## src/rtl/opexec_pkg.sv

```systemverilog
package opexec_pkg;
  localparam int CODE_W    = 3;
  localparam int NUM_CODES = 1 << CODE_W;

  localparam logic [CODE_W-1:0] CODE_H   = 3'd4;
  localparam logic [CODE_W-1:0] CODE_L   = 3'd5;
  localparam logic [CODE_W-1:0] CODE_MEM = 3'd6;
  localparam logic [CODE_W-1:0] CODE_A   = 3'd7;

  localparam logic [7:0] OP_HALT = 8'h76;

  typedef enum logic [2:0] {
    ALU_ADD, ALU_ADC, ALU_SUB, ALU_SBC, ALU_AND, ALU_XOR, ALU_OR, ALU_CP
  } alu_op_e;

  typedef enum logic [1:0] {
    ST_IDLE, ST_FETCH, ST_EXEC, ST_DONE
  } exec_state_e;
endpackage

```

## src/rtl/opexec_regfile.sv

```systemverilog
module opexec_regfile
  import opexec_pkg::*;
#(
  parameter int DW = 8
) (
  input  logic                     clk_i,
  input  logic                     rst_ni,
  input  logic                     wr_en_i,
  input  logic [CODE_W-1:0]        wr_code_i,
  input  logic [DW-1:0]            wr_data_i,
  input  logic                     flags_we_i,
  input  logic [7:0]               flags_d_i,
  input  logic [CODE_W-1:0]        rd_code_i,
  output logic [DW-1:0]            rd_data_o,
  output logic [2*DW-1:0]          hl_o,
  output logic [DW-1:0]            acc_o,
  output logic [NUM_CODES*DW-1:0]  regs_o,
  output logic [7:0]               flags_o
);
  logic [DW-1:0] slot [NUM_CODES];
  logic [7:0]    flags_q;

  for (genvar i = 0; i < NUM_CODES; i++) begin : g_slot
    if (i == int'(CODE_MEM)) begin : g_hole
      assign slot[i] = '0;
    end else begin : g_reg
      logic [DW-1:0] q;
      always_ff @(posedge clk_i or negedge rst_ni) begin
        if (!rst_ni)                                  q <= '0;
        else if (wr_en_i && wr_code_i == CODE_W'(i))  q <= wr_data_i;
      end
      assign slot[i] = q;
    end
    assign regs_o[i*DW +: DW] = slot[i];
  end

  always_ff @(posedge clk_i or negedge rst_ni) begin
    if (!rst_ni)         flags_q <= '0;
    else if (flags_we_i) flags_q <= flags_d_i;
  end

  assign rd_data_o = slot[rd_code_i];
  assign hl_o      = {slot[CODE_H], slot[CODE_L]};
  assign acc_o     = slot[CODE_A];
  assign flags_o   = flags_q;
endmodule

```

## src/rtl/opexec_alu.sv

```systemverilog
module opexec_alu
  import opexec_pkg::*;
#(
  parameter int DW = 8
) (
  input  alu_op_e        op_i,
  input  logic [DW-1:0]  a_i,
  input  logic [DW-1:0]  b_i,
  input  logic           cin_i,
  output logic [DW-1:0]  res_o,
  output logic [7:0]     flags_o,
  output logic           wr_acc_o
);
  localparam int MSB = DW - 1;

  logic          ci, is_logic;
  logic [DW:0]   sum, dif;
  logic [DW-1:0] res;
  logic          fh, fv, fn, fc, fy, fx, fp;

  always_comb begin
    ci       = (op_i == ALU_ADC || op_i == ALU_SBC) ? cin_i : 1'b0;
    sum      = {1'b0, a_i} + {1'b0, b_i} + {{DW{1'b0}}, ci};
    dif      = {1'b0, a_i} - {1'b0, b_i} - {{DW{1'b0}}, ci};
    res      = sum[DW-1:0];
    fh       = 1'b0;
    fv       = 1'b0;
    fn       = 1'b0;
    fc       = 1'b0;
    is_logic = 1'b0;
    case (op_i)
      ALU_ADD, ALU_ADC: begin
        res = sum[DW-1:0];
        fc  = sum[DW];
        fh  = a_i[4] ^ b_i[4] ^ sum[4];   // carry into bit 4
        fv  = (a_i[MSB] == b_i[MSB]) && (sum[MSB] != a_i[MSB]);
      end
      ALU_SUB, ALU_SBC, ALU_CP: begin
        res = dif[DW-1:0];
        fc  = dif[DW];
        fh  = a_i[4] ^ b_i[4] ^ dif[4];   // borrow into bit 4
        fv  = (a_i[MSB] != b_i[MSB]) && (dif[MSB] != a_i[MSB]);
        fn  = 1'b1;
      end
      ALU_AND: begin res = a_i & b_i; fh = 1'b1; is_logic = 1'b1; end
      ALU_XOR: begin res = a_i ^ b_i; is_logic = 1'b1; end
      ALU_OR:  begin res = a_i | b_i; is_logic = 1'b1; end
      default: ;
    endcase
    fp = is_logic ? ~^res : fv;
    fy = (op_i == ALU_CP) ? b_i[5] : res[5];
    fx = (op_i == ALU_CP) ? b_i[3] : res[3];
  end

  assign res_o    = res;
  assign flags_o  = {res[MSB], res == '0, fy, fh, fx, fp, fn, fc};
  assign wr_acc_o = (op_i != ALU_CP);
endmodule

```

## src/rtl/opexec_ctrl.sv

```systemverilog
module opexec_ctrl
  import opexec_pkg::*;
#(
  parameter int DW = 8
) (
  input  logic               clk_i,
  input  logic               rst_ni,
  input  logic               start_i,
  input  logic [7:0]         opcode_i,
  input  logic [DW-1:0]      rd_data_i,
  input  logic [2*DW-1:0]    hl_i,
  input  logic [DW-1:0]      mem_rdata_i,
  input  logic [DW-1:0]      alu_res_i,
  input  logic [7:0]         alu_flags_i,
  input  logic               alu_wr_acc_i,
  output logic [CODE_W-1:0]  rd_code_o,
  output alu_op_e            alu_op_o,
  output logic [DW-1:0]      alu_b_o,
  output logic               wr_en_o,
  output logic [CODE_W-1:0]  wr_code_o,
  output logic [DW-1:0]      wr_data_o,
  output logic               flags_we_o,
  output logic [7:0]         flags_d_o,
  output logic               mem_req_o,
  output logic               mem_we_o,
  output logic [2*DW-1:0]    mem_addr_o,
  output logic [DW-1:0]      mem_wdata_o,
  output logic               done_o,
  output logic               halted_o
);
  exec_state_e       state_q;
  logic              halted_q, is_alu_q;
  logic [CODE_W-1:0] src_q, dst_q;
  logic [DW-1:0]     opnd_q, operand;
  logic              accept, in_range, exec, st_mem;

  assign in_range = opcode_i[7] ^ opcode_i[6];
  assign accept   = (state_q == ST_IDLE) && start_i && !halted_q && in_range;

  always_ff @(posedge clk_i or negedge rst_ni) begin
    if (!rst_ni) begin
      state_q  <= ST_IDLE;
      halted_q <= 1'b0;
      is_alu_q <= 1'b0;
      src_q    <= '0;
      dst_q    <= '0;
      opnd_q   <= '0;
    end else begin
      case (state_q)
        ST_IDLE: if (accept) begin
          is_alu_q <= opcode_i[7];
          dst_q    <= opcode_i[5:3];
          src_q    <= opcode_i[2:0];
          if (opcode_i == OP_HALT) begin
            halted_q <= 1'b1;
            state_q  <= ST_DONE;
          end else if (opcode_i[2:0] == CODE_MEM) begin
            state_q  <= ST_FETCH;
          end else begin
            state_q  <= ST_EXEC;
          end
        end
        ST_FETCH: begin
          opnd_q  <= mem_rdata_i;
          state_q <= ST_EXEC;
        end
        ST_EXEC: state_q <= ST_DONE;
        default: state_q <= ST_IDLE;
      endcase
    end
  end

  assign exec    = (state_q == ST_EXEC);
  assign operand = (src_q == CODE_MEM) ? opnd_q : rd_data_i;
  assign st_mem  = exec && !is_alu_q && (dst_q == CODE_MEM);

  always_comb begin
    wr_en_o    = 1'b0;
    wr_code_o  = dst_q;
    wr_data_o  = operand;
    flags_we_o = 1'b0;
    if (exec) begin
      if (is_alu_q) begin
        flags_we_o = 1'b1;
        wr_en_o    = alu_wr_acc_i;
        wr_code_o  = CODE_A;
        wr_data_o  = alu_res_i;
      end else begin
        wr_en_o    = (dst_q != CODE_MEM);
      end
    end
  end

  assign rd_code_o   = src_q;
  assign alu_op_o    = alu_op_e'(dst_q);
  assign alu_b_o     = operand;
  assign flags_d_o   = alu_flags_i;
  assign mem_req_o   = (state_q == ST_FETCH) || st_mem;
  assign mem_we_o    = st_mem;
  assign mem_addr_o  = hl_i;
  assign mem_wdata_o = operand;
  assign done_o      = (state_q == ST_DONE);
  assign halted_o    = halted_q;
endmodule

```

## src/rtl/opexec_core.sv

```systemverilog
module opexec_core
  import opexec_pkg::*;
#(
  parameter int DATA_W = 8
) (
  input  logic                        clk_i,
  input  logic                        rst_ni,
  input  logic                        start_i,
  input  logic [7:0]                  opcode_i,
  input  logic [DATA_W-1:0]           mem_rdata_i,
  output logic                        mem_req_o,
  output logic                        mem_we_o,
  output logic [2*DATA_W-1:0]         mem_addr_o,
  output logic [DATA_W-1:0]           mem_wdata_o,
  output logic                        done_o,
  output logic                        halted_o,
  output logic [NUM_CODES*DATA_W-1:0] regs_o,
  output logic [7:0]                  flags_o
);
  logic [CODE_W-1:0]   rd_code, wr_code;
  logic [DATA_W-1:0]   rd_data, acc, alu_b, alu_res, wr_data;
  logic [2*DATA_W-1:0] hl;
  logic [7:0]          alu_flags, flags_d;
  logic                wr_en, flags_we, alu_wr_acc;
  alu_op_e             alu_op;

  opexec_regfile #(.DW(DATA_W)) u_regs (
    .clk_i      (clk_i),
    .rst_ni     (rst_ni),
    .wr_en_i    (wr_en),
    .wr_code_i  (wr_code),
    .wr_data_i  (wr_data),
    .flags_we_i (flags_we),
    .flags_d_i  (flags_d),
    .rd_code_i  (rd_code),
    .rd_data_o  (rd_data),
    .hl_o       (hl),
    .acc_o      (acc),
    .regs_o     (regs_o),
    .flags_o    (flags_o)
  );

  opexec_alu #(.DW(DATA_W)) u_alu (
    .op_i     (alu_op),
    .a_i      (acc),
    .b_i      (alu_b),
    .cin_i    (flags_o[0]),
    .res_o    (alu_res),
    .flags_o  (alu_flags),
    .wr_acc_o (alu_wr_acc)
  );

  opexec_ctrl #(.DW(DATA_W)) u_ctrl (
    .clk_i        (clk_i),
    .rst_ni       (rst_ni),
    .start_i      (start_i),
    .opcode_i     (opcode_i),
    .rd_data_i    (rd_data),
    .hl_i         (hl),
    .mem_rdata_i  (mem_rdata_i),
    .alu_res_i    (alu_res),
    .alu_flags_i  (alu_flags),
    .alu_wr_acc_i (alu_wr_acc),
    .rd_code_o    (rd_code),
    .alu_op_o     (alu_op),
    .alu_b_o      (alu_b),
    .wr_en_o      (wr_en),
    .wr_code_o    (wr_code),
    .wr_data_o    (wr_data),
    .flags_we_o   (flags_we),
    .flags_d_o    (flags_d),
    .mem_req_o    (mem_req_o),
    .mem_we_o     (mem_we_o),
    .mem_addr_o   (mem_addr_o),
    .mem_wdata_o  (mem_wdata_o),
    .done_o       (done_o),
    .halted_o     (halted_o)
  );
endmodule

```

## config.mk

```make
export PLATFORM = sky130hd
export DESIGN_NAME = opexec_core
export DESIGN_NICKNAME = d
export VERILOG_FILES = /design/src/rtl/opexec_pkg.sv /design/src/rtl/opexec_regfile.sv /design/src/rtl/opexec_alu.sv /design/src/rtl/opexec_ctrl.sv /design/src/rtl/opexec_core.sv
export SDC_FILE = /design/constraint.sdc
export NUM_CORES = 1
export LEC_CHECK = 0
export CORE_UTILIZATION = 44
export DETAILED_ROUTE_END_ITERATION = 7
export PLACE_DENSITY = 0.68
export SLEW_MARGIN = 20
export SYNTH_ARGS = -nofsm -noshare
export SYNTH_HDL_FRONTEND = slang
export SYNTH_SLANG_ARGS = --single-unit
```

## constraint.sdc

```tcl
create_clock -name clk_i -period 11.56 [get_ports clk_i]
set_input_delay 2.312 -clock clk_i [delete_from_list [all_inputs] [get_ports clk_i]]
set_output_delay 2.312 -clock clk_i [all_outputs]
set_load 0.1 [all_outputs]
```

==> results.json <==
{
  "cts_root_buf": "clkbuf_16",
  "area.growth.synth_to_final_pct": 23.7,
  "dp_hpwl_um": 11300,
  "rows": 40,
  "setup_violations": 0,
  "setup_tns_ps": 0,
  "numCtsBuffers": 9,
  "synth_area_leaders": "dfrtp_1 (37%), ha_1 (9.1%), mux2_2 (5.4%), nand2_1 (4.5%), mux4_1 (4.2%)",
  "portBuffers": 110,
  "layout_min_cycle_time_ps": 5830,
  "synth_flop_cell": "dfrtp_1",
  "arrival_ps": 3520,
  "clk_pin_slew_ps": 60,
  "antenna_found_initial": 0,
  "ys_seq_area_frac": 0.365,
  "required_ps": 9250,
  "cts_htree_levels": 3,
  "register_area_um2": 2050,
  "cp-start-kind": "flop",
  "nNetsFinal": 702,
  "regToRegEndpoint": "u_regs.flags_o[2]",
  "drt-pass1-iter-count": 5,
  "post_cts_resized": 0,
  "skew_ps": 4.32,
  "synthCells": 559,
  "initial_utilization": 0.460,
  "yosys.area.top_type_share": 0.365,
  "yosysMostFrequentCell": "dfrtp_1",
  "die_w_um": 115,
  "antennaDiodeCount": 0,
  "drive_above_1_share": 0.114,
  "clockBufferDepth": 2,
  "finalHoldViolations": 0,
  "yosys_warnings": 0,
  "place.gp.congestion": 0.893,
  "fp.coreArea_um2": 12200,
  "yosysTopAreaCell": "dfrtp_1",
  "drt_iter0_markers": 346,
  "cts_tree": "done",
  "multi_input_area_um2": 3160,
  "cp-end-kind": "output port",
  "max_freq_mhz": 171,
  "grt-ovfl-total": 0,
  "grt_pass1_vias": 4618,
  "fin_cells": 811,
  "cap_violations": 0,
  "io_pins": 119,
  "rsz0062_at_grt": "no",
  "clock-sinks": 82,
  "gr-usage-all-layers": 0.248,
  "dieArea_um2": 13200,
  "post-place-cells": 795,
  "path_class": "flop to output port",
  "drt-total-wl_um": 15400,
  "hold_depth": 2,
  "max_slew_margin": 0.336,
  "clock_latency_ps": 350,
  "final_cell_area_um2": 6950,
  "fill_cells": 1068,
  "antenna_left": 0,
  "worst_slew_pin_slew_ps": 993,
  "async_flop_share": 1.00,
  "grt_max_degree": 83,
  "hold_end": "u_regs.flags_o[4]",
  "status": "finished clean",
  "r2r_slack_ps": 6210,
  "setup.worst_path.start": "u_ctrl.rd_code_o[0]",
  "grt_pass1_wl_um": 24700,
  "synth_edf_count": 0,
  "synth.avg_cell_area_um2": 10.0,
  "syn_area_um2": 5620,
  "ys_ff_latch": 82,
  "fin_crit_sh": 0.504,
  "place_area_um2": 6650,
  "worstReg2RegStart": "u_ctrl.rd_code_o[0]",
  "ys_types": 68,
  "post_cts_buffers": 0,
  "via_count": 4599,
  "maxSlewViolCount": 0,
  "viasPerCell": 5.67,
  "wl_per_cell_um": 19.0,
  "rr_worst_depth": 17,
  "drc": 0,
  "crit_fanout": 17,
  "yosys-top-cells-count": "dfrtp_1 (82), nand2_1 (67), o21ai_0 (42)",
  "holdBufCountCts": 0,
  "dieHeight_um": 115,
  "hp-start": "u_regs.flags_o[4]",
  "hold_class": "flop to flop"
}
cells in the final DEF, fill, tap and decap left out, drive strengths merged, types with 16 or more instances in the layout:
cell	n
mux4	16
dfrtp	82
mux2	27
a21oi	31
clkdlybuf4s50	109
ha	41
o21ai	51
inv	32
nand2	68
nor2	39
metal layers:
layer | vias up | GRT usage | wire [um] | part of all wire
li1 | 2097 | - | - | -
met2 | 211 | 0.402 | 7330 | 0.47
met1 | 2254 | 0.323 | 6560 | 0.42
met4 | 0 | 0.105 | 439 | 0.028
met5 | - | 0 | 0 | 0
met3 | 37 | 0.0538 | 1110 | 0.072
worst max-delay path: stages, from the launching register on:
cell and delay [ps]:
dfrtp_1 950, mux4_1 700, mux2i_4 350, inv_1 170, clkdlybuf4s50_1 1000
area by class of cell:
cell class / count / area share
clock buffers: 11 / 0.0335
clock inverters: 5 / 0.00900
inverters: 32 / 0.0173
multi-input cells: 401 / 0.454
flip-flops and latches: 82 / 0.295
well taps: 168 / 0.0302
repair buffers: 112 / 0.161
kinds of logic after synthesis:
logic type | synth area share
xor+xnor | 0.0218
buf+inv | 0.0795
other cells | 0.000668
simple gates | 0.125
mux | 0.160
compound gates | 0.141
fa+ha+maj | 0.106
flops | 0.365
registers in the layout, summed over array words and instances (netlist names):
register and cells:
u_regs.acc_o 8, u_regs.g_slot.g_reg.q 48, u_ctrl.rd_code_o 3, u_ctrl.opnd_q 8, u_ctrl.halted_o 1, u_ctrl.alu_op_o 3, u_ctrl.state_q 2, u_regs.flags_o 8
u_ctrl.is_alu_q 1
stage by stage:
stage	hold slack, ps	utilization	worst slack [ps]
after floorplan	472	-	6390
after global placement	467	0.544	6130
after detailed placement	476	0.544	6090
after CTS	490	0.568	5710
after global routing	524	0.569	5570
final	485	0.569	5730
worst max-delay path by stage:
stage                              to  slack [ps]  cells after the start
floorplan           u_regs.flags_o[2]        6390                     18
global placement       mem_wdata_o[6]        6130                      4
detailed placement     mem_wdata_o[5]        6090                      4
CTS                    mem_wdata_o[5]        5710                      4
global route           mem_wdata_o[6]        5570                      4
finish                 mem_wdata_o[5]        5730                      4
Power is not shown: default switching activity piles up to over one toggle a cycle in this logic, so the estimate is an artifact.
